==> config.mk <==
export PLATFORM = sky130hd
export DESIGN_NAME = cycle_seq
export DESIGN_NICKNAME = d
export VERILOG_FILES = /design/src/rtl/cycle_seq.sv
export SDC_FILE = /design/constraint.sdc
export NUM_CORES = 1
export LEC_CHECK = 0
export BUFFER_PORTS_ARGS = -buffer_cell sky130_fd_sc_hd__buf_2
export CAP_MARGIN = 20
export CORE_AREA = 2 2 43 53
export DETAILED_ROUTE_END_ITERATION = 8
export DIE_AREA = 0 0 45 55
export PLACE_DENSITY = 0.84
export SLEW_MARGIN = 30
export SYNTH_ARGS = -nofsm -noshare
export SYNTH_HDL_FRONTEND = slang
export SYNTH_SLANG_ARGS = --single-unit
==> constraint.sdc <==
create_clock -name clk -period 7.3 [get_ports clk]
set_input_delay 0 -clock clk [delete_from_list [all_inputs] [get_ports clk]]
set_output_delay 0 -clock clk [all_outputs]
set_load 0.005 [all_outputs]
==> src/rtl/cycle_seq.sv <==
module cycle_seq (
  input  logic       clk,
  input  logic       rst,
  input  logic       rdy,
  input  logic [7:0] opcode,
  input  logic       page_cross,
  input  logic       br_taken,
  output logic       t0,
  output logic       t1,
  output logic       t1f,
  output logic       t2,
  output logic       t3,
  output logic       t4,
  output logic       t5,
  output logic       sd1,
  output logic       sd2,
  output logic       vec0,
  output logic       vec1,
  output logic       sync
);

  typedef enum logic [3:0] {
    S_T0, S_T1A, S_T1B, S_T2, S_T3, S_T4, S_T5, S_SD1, S_SD2, S_VEC1
  } st_e;

  st_e st, nx;
  logic [3:0] st_v;
  logic [2:0] step, tmem, last;

  logic two, push, pull, jmp, jmpi, jsr, ret, brk, br;
  logic is_mem, store, rmw, early_ok, in_addr, wr_cycle;

  assign two  = (((opcode & 8'h1D) == 8'h09) || ((opcode & 8'h9D) == 8'h80) ||
                 ((opcode & 8'h0D) == 8'h08)) && ((opcode & 8'h9F) != 8'h08);
  assign push = (opcode & 8'hBF) == 8'h08;
  assign pull = (opcode & 8'hBF) == 8'h28;
  assign jmp  = opcode == 8'h4C;
  assign jmpi = opcode == 8'h6C;
  assign jsr  = opcode == 8'h20;
  assign ret  = (opcode & 8'hDF) == 8'h40;
  assign brk  = opcode == 8'h00;
  assign br   = (opcode & 8'h1F) == 8'h10;

  assign is_mem   = !(two || push || pull || jmp || jmpi || jsr || ret || brk || br);
  assign store    = is_mem && opcode[7:5] == 3'b100;
  assign rmw      = is_mem && opcode[1] && opcode[7:6] != 2'b10;
  assign early_ok = is_mem && !store && !rmw &&
                    (opcode[4:3] == 2'b11 || opcode[4:2] == 3'b100);

  always_comb begin
    case (opcode[4:2])
      3'b001:          tmem = 3'd2;
      3'b011, 3'b101:  tmem = 3'd3;
      3'b110, 3'b111:  tmem = 3'd4;
      default:         tmem = 3'd5;
    endcase
  end

  always_comb begin
    if (push || jmp)            last = 3'd2;
    else if (pull || br)        last = 3'd3;
    else if (jmpi)              last = 3'd4;
    else if (jsr || ret || brk) last = 3'd5;
    else                        last = tmem;
  end

  assign st_v     = st;
  assign step     = st_v[2:0] - 3'd1;
  assign in_addr  = st == S_T2 || st == S_T3 || st == S_T4 || st == S_T5;
  assign wr_cycle = (in_addr && ((store && step == tmem) || (push && step == 3'd2))) ||
                    st == S_SD1 || st == S_SD2;

  always_comb begin
    nx = st;
    case (st)
      S_T0:         if (rdy) nx = S_T1A;
      S_T1A, S_T1B: if (!rdy) nx = S_T1B;
                    else nx = two ? S_T0 : S_T2;
      S_T2, S_T3, S_T4, S_T5:
        if (rdy || wr_cycle) begin
          if (br)
            nx = (st == S_T2) ? (br_taken ? S_T3 : S_T1B) : (page_cross ? S_T0 : S_T1B);
          else if (brk && st == S_T5)                        nx = S_VEC1;
          else if (rmw && step == tmem)                      nx = S_SD1;
          else if (step == last)                             nx = S_T0;
          else if (early_ok && !page_cross && step + 3'd1 == tmem) nx = S_T0;
          else                                               nx = st_e'(st_v + 4'd1);
        end
      S_SD1:  nx = S_SD2;
      S_SD2:  nx = S_T0;
      S_VEC1: if (rdy) nx = S_T0;
      default: nx = S_T0;
    endcase
  end

  always_ff @(posedge clk) begin
    if (rst) st <= S_T0;
    else     st <= nx;
  end

  assign t0   = st == S_T0;
  assign t1   = st == S_T1A;
  assign t1f  = st == S_T1A || st == S_T1B;
  assign t2   = st == S_T2;
  assign t3   = st == S_T3;
  assign t4   = st == S_T4;
  assign t5   = st == S_T5;
  assign sd1  = st == S_SD1;
  assign sd2  = st == S_SD2;
  assign vec1 = st == S_VEC1;
  assign vec0 = t5 && rdy && brk;
  assign sync = t1f;


  rst_to_t0_chk: assert property (@(posedge clk) rst |=> t0);

  t1_once_chk: assert property (@(posedge clk) disable iff (rst) t1 |=> !t1);

  t1_entry_chk: assert property (@(posedge clk) disable iff (rst) t1 |-> $past(t0 && rdy));

  two_cyc_chk: assert property (@(posedge clk) disable iff (rst) (t1f && rdy && two) |=> t0);

  sd_chain_chk: assert property (@(posedge clk) disable iff (rst) sd1 |=> sd2);

  sd_exit_chk: assert property (@(posedge clk) disable iff (rst) sd2 |=> t0);

  vec_follow_chk: assert property (@(posedge clk) disable iff (rst) vec0 |=> vec1);

  t0_hold_chk: assert property (@(posedge clk) disable iff (rst) (t0 && !rdy) |=> t0);

endmodule

==> results of run 1 <==
==> cell families (layout without fill, tap and decap cells) <==
kind of cell | Yosys count | after routing | share of synthesized area
AO/OA/AOI/OAI | 42 | 42 | 0.295
flip-flops | 4 | 4 | 0.0774
XOR/XNOR | 4 | 4 | 0.0339
AND/OR/NAND/NOR | 69 | 69 | 0.411
multiplexers | 4 | 4 | 0.0387
adder cells (fa/ha/maj) | 4 | 4 | 0.0484
buffers and inverters | 17 | 36 | 0.0955
==> through the flow <==
| step | instance area [sq um] | setup WS, ns | util | hold slack [ns] | std cells |
|---|---|---|---|---|---|
| after floorplan | 1030 | 4.88 | - | 0.0721 | 144 |
| after detailed placement | 1110 | 4.60 | 0.561 | 0.233 | 179 |
| final | 1140 | 4.57 | 0.577 | 0.257 | 183 |
| after CTS | 1140 | 4.58 | 0.577 | 0.251 | 183 |
| after global routing | 1140 | 4.40 | 0.577 | 0.289 | 183 |
| after global placement | 1110 | 4.67 | 0.561 | 0.230 | 179 |
==> worst paths after layout <==
kind,depth (start not counted),to,start,slack [ns]
min reg2reg,2,st[3],st[3],0.68
min,4,st[1],rdy,0.26
max reg2reg,9,st[1],st[0],4.57
max,9,st[1],st[0],4.57
==> worst min-delay path: cells and delay by family <==
| kind | cells | cell delay (ns) |
|---|---|---|
| AO/OA/AOI/OAI | 2 | 0.27 |
| buffers and inverters | 2 | 0.15 |
==> per-layer routing <==
layer  track usage  vias to the layer above  routed length (microns)
met5             0                        -                        0
met4         0.108                        0                       66
met3        0.0292                        8                      157
met2         0.417                       60                     1350
met1         0.282                      513                     1150
li1              -                      565                        -
==> power groups by stage <==
| stage | Clock [W] | Combinational [W] | Sequential (W) |
|---|---|---|---|
| global route | 0.0000317 | 0.000238 | 0.0000467 |
| CTS | 0.0000283 | 0.000214 | 0.0000448 |
| finish | 0.0000276 | 0.000214 | 0.0000459 |
| floorplan | 0 | 0.000179 | 0.0000339 |
| global placement | 0 | 0.000205 | 0.0000443 |
| detailed placement | 0 | 0.000213 | 0.0000449 |
==> layout make-up <==
class                           count  area (sq um)  area share
Tap cell                           20          25.0      0.0219
Timing Repair Buffer               25           130       0.114
Clock buffer                        3          22.5      0.0197
Multi-Input combinational cell    123           856       0.748
Sequential cell                     4          80.1      0.0700
Inverter                            8          30.0      0.0263
==> layout by cell type (no fill, tap or decap), drive strengths merged, types with 3 or more instances in the layout <==
cell type	count
nand3	4
or3	5
xnor2	3
nand3b	4
nand2b	3
nor4	3
clkbuf	3
and3b	3
ha	4
dfxtp	4
nand2	8
and2	7
a21oi	8
nor3	5
nor2	16
mux2i	4
inv	8
buf	24
o21ai	8
o211ai	3
==> flow_summary_export.csv, run 1 <==
group,metric,value,unit
clock_tree,cts_root_buffer,"clkbuf_4",
global_route,grt_pass1_vias,1089,
pwr,power_frac_comb,0.744,
worst_setup_path,startpoint_type,"flop",
synth,synth_top_area_share,0.0774,
worst_setup_path,cp_cell_sequence,"inv_1 -> ha_1 -> or2b_2 -> nor2_1 -> nand3b_2 -> a32oi_2 -> nor3_1 -> o311ai_1 -> a31oi_1",
timing,hold_viol,0,
synth,synth_cell_types,57,
synth,syn_inst,144,
clock_tree,h-tree-depth,1,
clock_tree,insertion_delay,0.23,ns
worst_setup_path,cpLargestDelayFamily,"compound AO/OA/AOI/OAI gates",
clock_tree,postCtsHoldBufs,1,
timing,period_share,0.374,
place,gp_congestion,0.890,
clock_tree,cts_tree,"built",
timing,worst_slew_pin_slew,0.601,ns
clock_tree,clk_pin_slew,0.04,ns
final_layout,largest_reg_flops,4,
synth,syn-cell-area,1030,sq um
status,status,"finished clean",
timing,drv_slew,0,
final_layout,syn_to_final_growth,10.5,%
global_route,grt-ovfl-total,0,
flow_run,drv_cap,0,
worst_setup_path,crit_type,"reg2reg",
timing,fmax,366,MHz
worst_setup_path,slowest_stage,"dfxtp_1",
detailed_routing,wire_per_inst,14.9,microns
detailed_routing,vias_per_cell,6.26,
timing,finalSetupViolCount,0,
synth,ys_seq_area_frac,0.0774,
timing,fin_tns_setup,0,ns
clock_tree,numCtsBuffers,3,
die,start_util,0.522,
synth,synth_most_common_cell,"nor2_1",
place,port_buffers,24,
clock_tree,clock_sinks,4,
pwr,switchingPower,0.000143,W
pwr,p_int,0.000145,W
timing,finClkSkew,0.00113,ns
detailed_routing,vias,1146,
final_layout,largest_registers,"st x4",
final_layout,diodes,0,
synth,synth_common_cells,"16 x nor2_1, 8 x a21oi_1, 8 x inv_1, 8 x nand2_1, 7 x o21ai_0",
synth,yosysTopAreaCell,"dfxtp_1",
synth,yosys-top-cells-area,"dfxtp_1 7.7%, nor2_1 5.8%, ha_1 4.8%, a21oi_1 3.9%, mux2i_1 3.9%",
synth,synth_warnings,0,
global_route,grt.total_usage,0.236,
detailed_routing,ant_nets,0,
global_route,grt_pass1_wl,4.47,mm
pwr,p_seq_frac,0.160,
pwr,switching_share,0.496,
synth,synth_edf_count,0,
die,die_h,55,microns
worst_setup_path,cp_num_buf_inv,1,
worst_setup_path,critPathMaxStageDelay,0.56,ns
clock_tree,post-cts-setup-buffer-count,0,
timing,rsz0062_at_grt,"false",
detailed_routing,firstDrtPassIters,4,
pwr,leakage,0.483,nW
clock_tree,ctsResizeCount,0,
worst_setup_path,crit_fanout,11,
synth,async_flop_share,0,
final_layout,drive_gt1_frac,0.288,
die,fp-row-count,18,
final_layout,n_fill_cell,192,
synth,syn_avg_cell_area,7.19,sq um
pwr,pwr-share-clk,0.096,
die,core,1980,sq um
min_path,min-delay-path-class,"in2reg",
synth,synth-seq-cells,4,
die,die_area,2480,sq um
worst_setup_path,cp_data_required_time,7.40,ns
pwr,power,0.000288,W
synth,syn-num-nets,161,
worst_setup_path,crit_arrival,2.83,ns
global_route,grt_max_degree,17,
synth,yosys_most_used_dff,"dfxtp_1",
final_layout,top_register,"st",
global_route,antenna_found_initial,0,
die,die_x,45,microns
pwr,p_per_area,252,nW/um^2
clock_tree,clockBufferDepth,2,
detailed_routing,wl,2.73,mm
final_layout,finalNetCount,182,
worst_setup_path,endpoint_kind,"flop",
place,dp_hpwl,2.17,mm
timing,period_minus_slack,2.73,ns
timing,maxSlewHeadroom,0.596,
die,io_pins,25,
detailed_routing,drc_errors,0,
pwr,peakVddDrop,0.113,mV
detailed_routing,drtIter0Drc,30,
No activity file was read; power rests on OpenSTA's default activity.
==> run 2: changes to the inputs <==
--- a/config.mk
+++ b/config.mk
@@ -7,10 +7,10 @@
 export LEC_CHECK = 0
 export BUFFER_PORTS_ARGS = -buffer_cell sky130_fd_sc_hd__buf_2
 export CAP_MARGIN = 20
-export CORE_AREA = 2 2 43 53
+export CORE_AREA = 2 2 46 56
 export DETAILED_ROUTE_END_ITERATION = 8
-export DIE_AREA = 0 0 45 55
-export PLACE_DENSITY = 0.84
+export DIE_AREA = 0 0 48 58
+export PLACE_DENSITY = 0.78
 export SLEW_MARGIN = 30
 export SYNTH_ARGS = -nofsm -noshare
 export SYNTH_HDL_FRONTEND = slang
==> constraint.sdc (replaced) <==
create_clock -name clk -period 2.2 [get_ports clk]
set_input_delay 0 -clock clk [delete_from_list [all_inputs] [get_ports clk]]
set_output_delay 0 -clock clk [all_outputs]
set_load 0.005 [all_outputs]
==> flow_summary_export.csv, run 2 (same netlist as run 1, synthesis figures left out) <==
group,metric,value,unit
global_route,grt_max_degree,17,
timing,fmax,457,MHz
clock_tree,clockBufferDepth,2,
global_route,grt.total_usage,0.213,
worst_setup_path,crit_arrival,2.32,ns
pwr,peakVddDrop,0.439,mV
timing,hold_ws,0.231,ns
detailed_routing,wl_met1,1.17,mm
pwr,p_int,0.000605,W
place,dpl.cell_count,198,
worst_setup_path,rrSetupSlack,0.01,ns
detailed_routing,ant_nets,0,
final_layout,syn_to_final_growth,24.8,%
global_route,grt-ovfl-total,0,
worst_setup_path,cp_data_required_time,2.33,ns
clock_tree,clk_pin_slew,0.04,ns
worst_setup_path,startpoint_type,"flop",
detailed_routing,vias_per_cell,5.97,
timing,period_share,0.995,
final_layout,layoutNonFillerInstCount,202,
min_path,whs_path_depth,5,
pwr,switchingPower,0.000563,W
detailed_routing,wire_per_inst,14.7,microns
die,io_pins,25,
timing,finalSetupViolCount,0,
detailed_routing,route.met3.wl,185,microns
global_route,grt_pass1_wl,4.47,mm
worst_setup_path,endpoint_kind,"flop",
detailed_routing,top_layer,"met4",
final_layout,top_register,"st",
detailed_routing,dr_wl_met2,1.54,mm
final_layout,drive_gt1_frac,0.386,
clock_tree,clock_sinks,4,
final_layout,most-common-layout-cells,"24 x buf_2, 15 x nor2_1, 8 x nand2_1, 8 x a21oi_1, 8 x buf_4",
place,gp_congestion,0.928,
clock_tree,cts_root_buffer,"clkbuf_4",
clock_tree,numCtsBuffers,3,
min_path,min-delay-path-class,"in2reg",
final_layout,largest_reg_flops,4,
worst_setup_path,rr_worst_depth,6,
detailed_routing,firstDrtPassIters,4,
pwr,p_per_area,904,nW/um^2
final_layout,finalNetCount,190,
die,die_x,48,microns
global_route,antenna_found_initial,0,
clock_tree,cts_tree,"built",
worst_setup_path,crit_fanout,5,
pwr,leakage,0.537,nW
place,dp_hpwl,2.36,mm
pwr,power_frac_comb,0.812,
final_layout,largest_registers,"st x4",
clock_tree,insertion_delay,0.24,ns
timing,worst_slew_pin_slew,0.412,ns
detailed_routing,drc_errors,0,
timing,finClkSkew,0.00366,ns
clock_tree,h-tree-depth,1,
detailed_routing,wl,2.97,mm
timing,maxSlewHeadroom,0.726,
die,start_util,0.458,
detailed_routing,drtIter0Drc,51,
timing,hold_viol,0,
status,status,"finished clean",
worst_setup_path,crit_type,"reg2reg",
die,die_h,58,microns
timing,drv_slew,0,
clock_tree,post-cts-setup-buffer-count,0,
pwr,pwr-share-clk,0.080,
pwr,p_seq_frac,0.107,
global_route,grt_pass1_vias,1049,
die,core,2260,sq um
final_layout,diodes,0,
detailed_routing,vias,1205,
die,fp-row-count,19,
pwr,switching_share,0.482,
timing,period_minus_slack,2.19,ns
flow_run,drv_cap,0,
final_layout,final_common_cell,"buf_2",
place,port_buffers,24,
die,die_area,2780,sq um
==> run 2: cell type report <==
type / instances / area, sq um
clock buffers: 3 / 22.5
fillers: 210 / 967
inverters: 8 / 30.0
multi-input cells: 123 / 927
flip-flops and latches: 4 / 82.6
well taps: 31 / 38.8
repair buffers: 33 / 190
==> run 2: worst max-delay path, stage by stage (launching register included) <==
cell,delay [ns]
dfxtp_1,0.52
nor2b_2,0.27
nand2_1,0.12
or4_2,0.68
o21ai_1,0.13
a221oi_2,0.10
a211oi_1,0.27
==> run 2: repair_timing <==
action                                  4_1_cts  5_1_grt
resized for setup                             2       11
pin swaps                                     0        8
hold buffers                                  1        0
endpoints found under the setup margin        3        4
hold endpoints to repair                      2        0
==> run 2: power by group through the flow <==
stage	Sequential [W]	Combinational [W]	Clock, W
3_5_place_dp	0.000121	0.000815	0
5_1_grt	0.000127	0.00102	0.000102
6_report	0.000125	0.000948	0.0000938
4_1_cts	0.000120	0.000846	0.0000958
2_1_floorplan	0.000116	0.000626	0
3_3_place_gp	0.000120	0.000789	0
==> run 2: per-stage QoR <==
step           utilization  instance area (sq um)  power [W]  worst slack, ns  TNS (ns)
3_5_place_dp         0.530                   1200   0.000936         -0.00569   -0.0103
2_1_floorplan            -                   1060   0.000742           0.0308         0
4_1_cts              0.552                   1250    0.00106          0.00963         0
3_3_place_gp         0.530                   1200   0.000909           0.0978         0
6_report             0.572                   1290    0.00117           0.0117         0
5_1_grt              0.572                   1290    0.00125          -0.0457   -0.0457
==> run 2: per-layer routing <==
| layer | track usage | vias to the layer above |
|---|---|---|
| met3 | 0.0436 | 12 |
| met4 | 0.0734 | 0 |
| met2 | 0.358 | 58 |
| met1 | 0.260 | 555 |
| li1 | - | 580 |
| met5 | 0 | - |
==> run 2: worst paths after layout <==
| check | from | end |
|---|---|---|
| max | st[2] | st[0] |
| min | br_taken | st[2] |
| max reg2reg | st[2] | st[0] |
| min reg2reg | st[3] | st[3] |
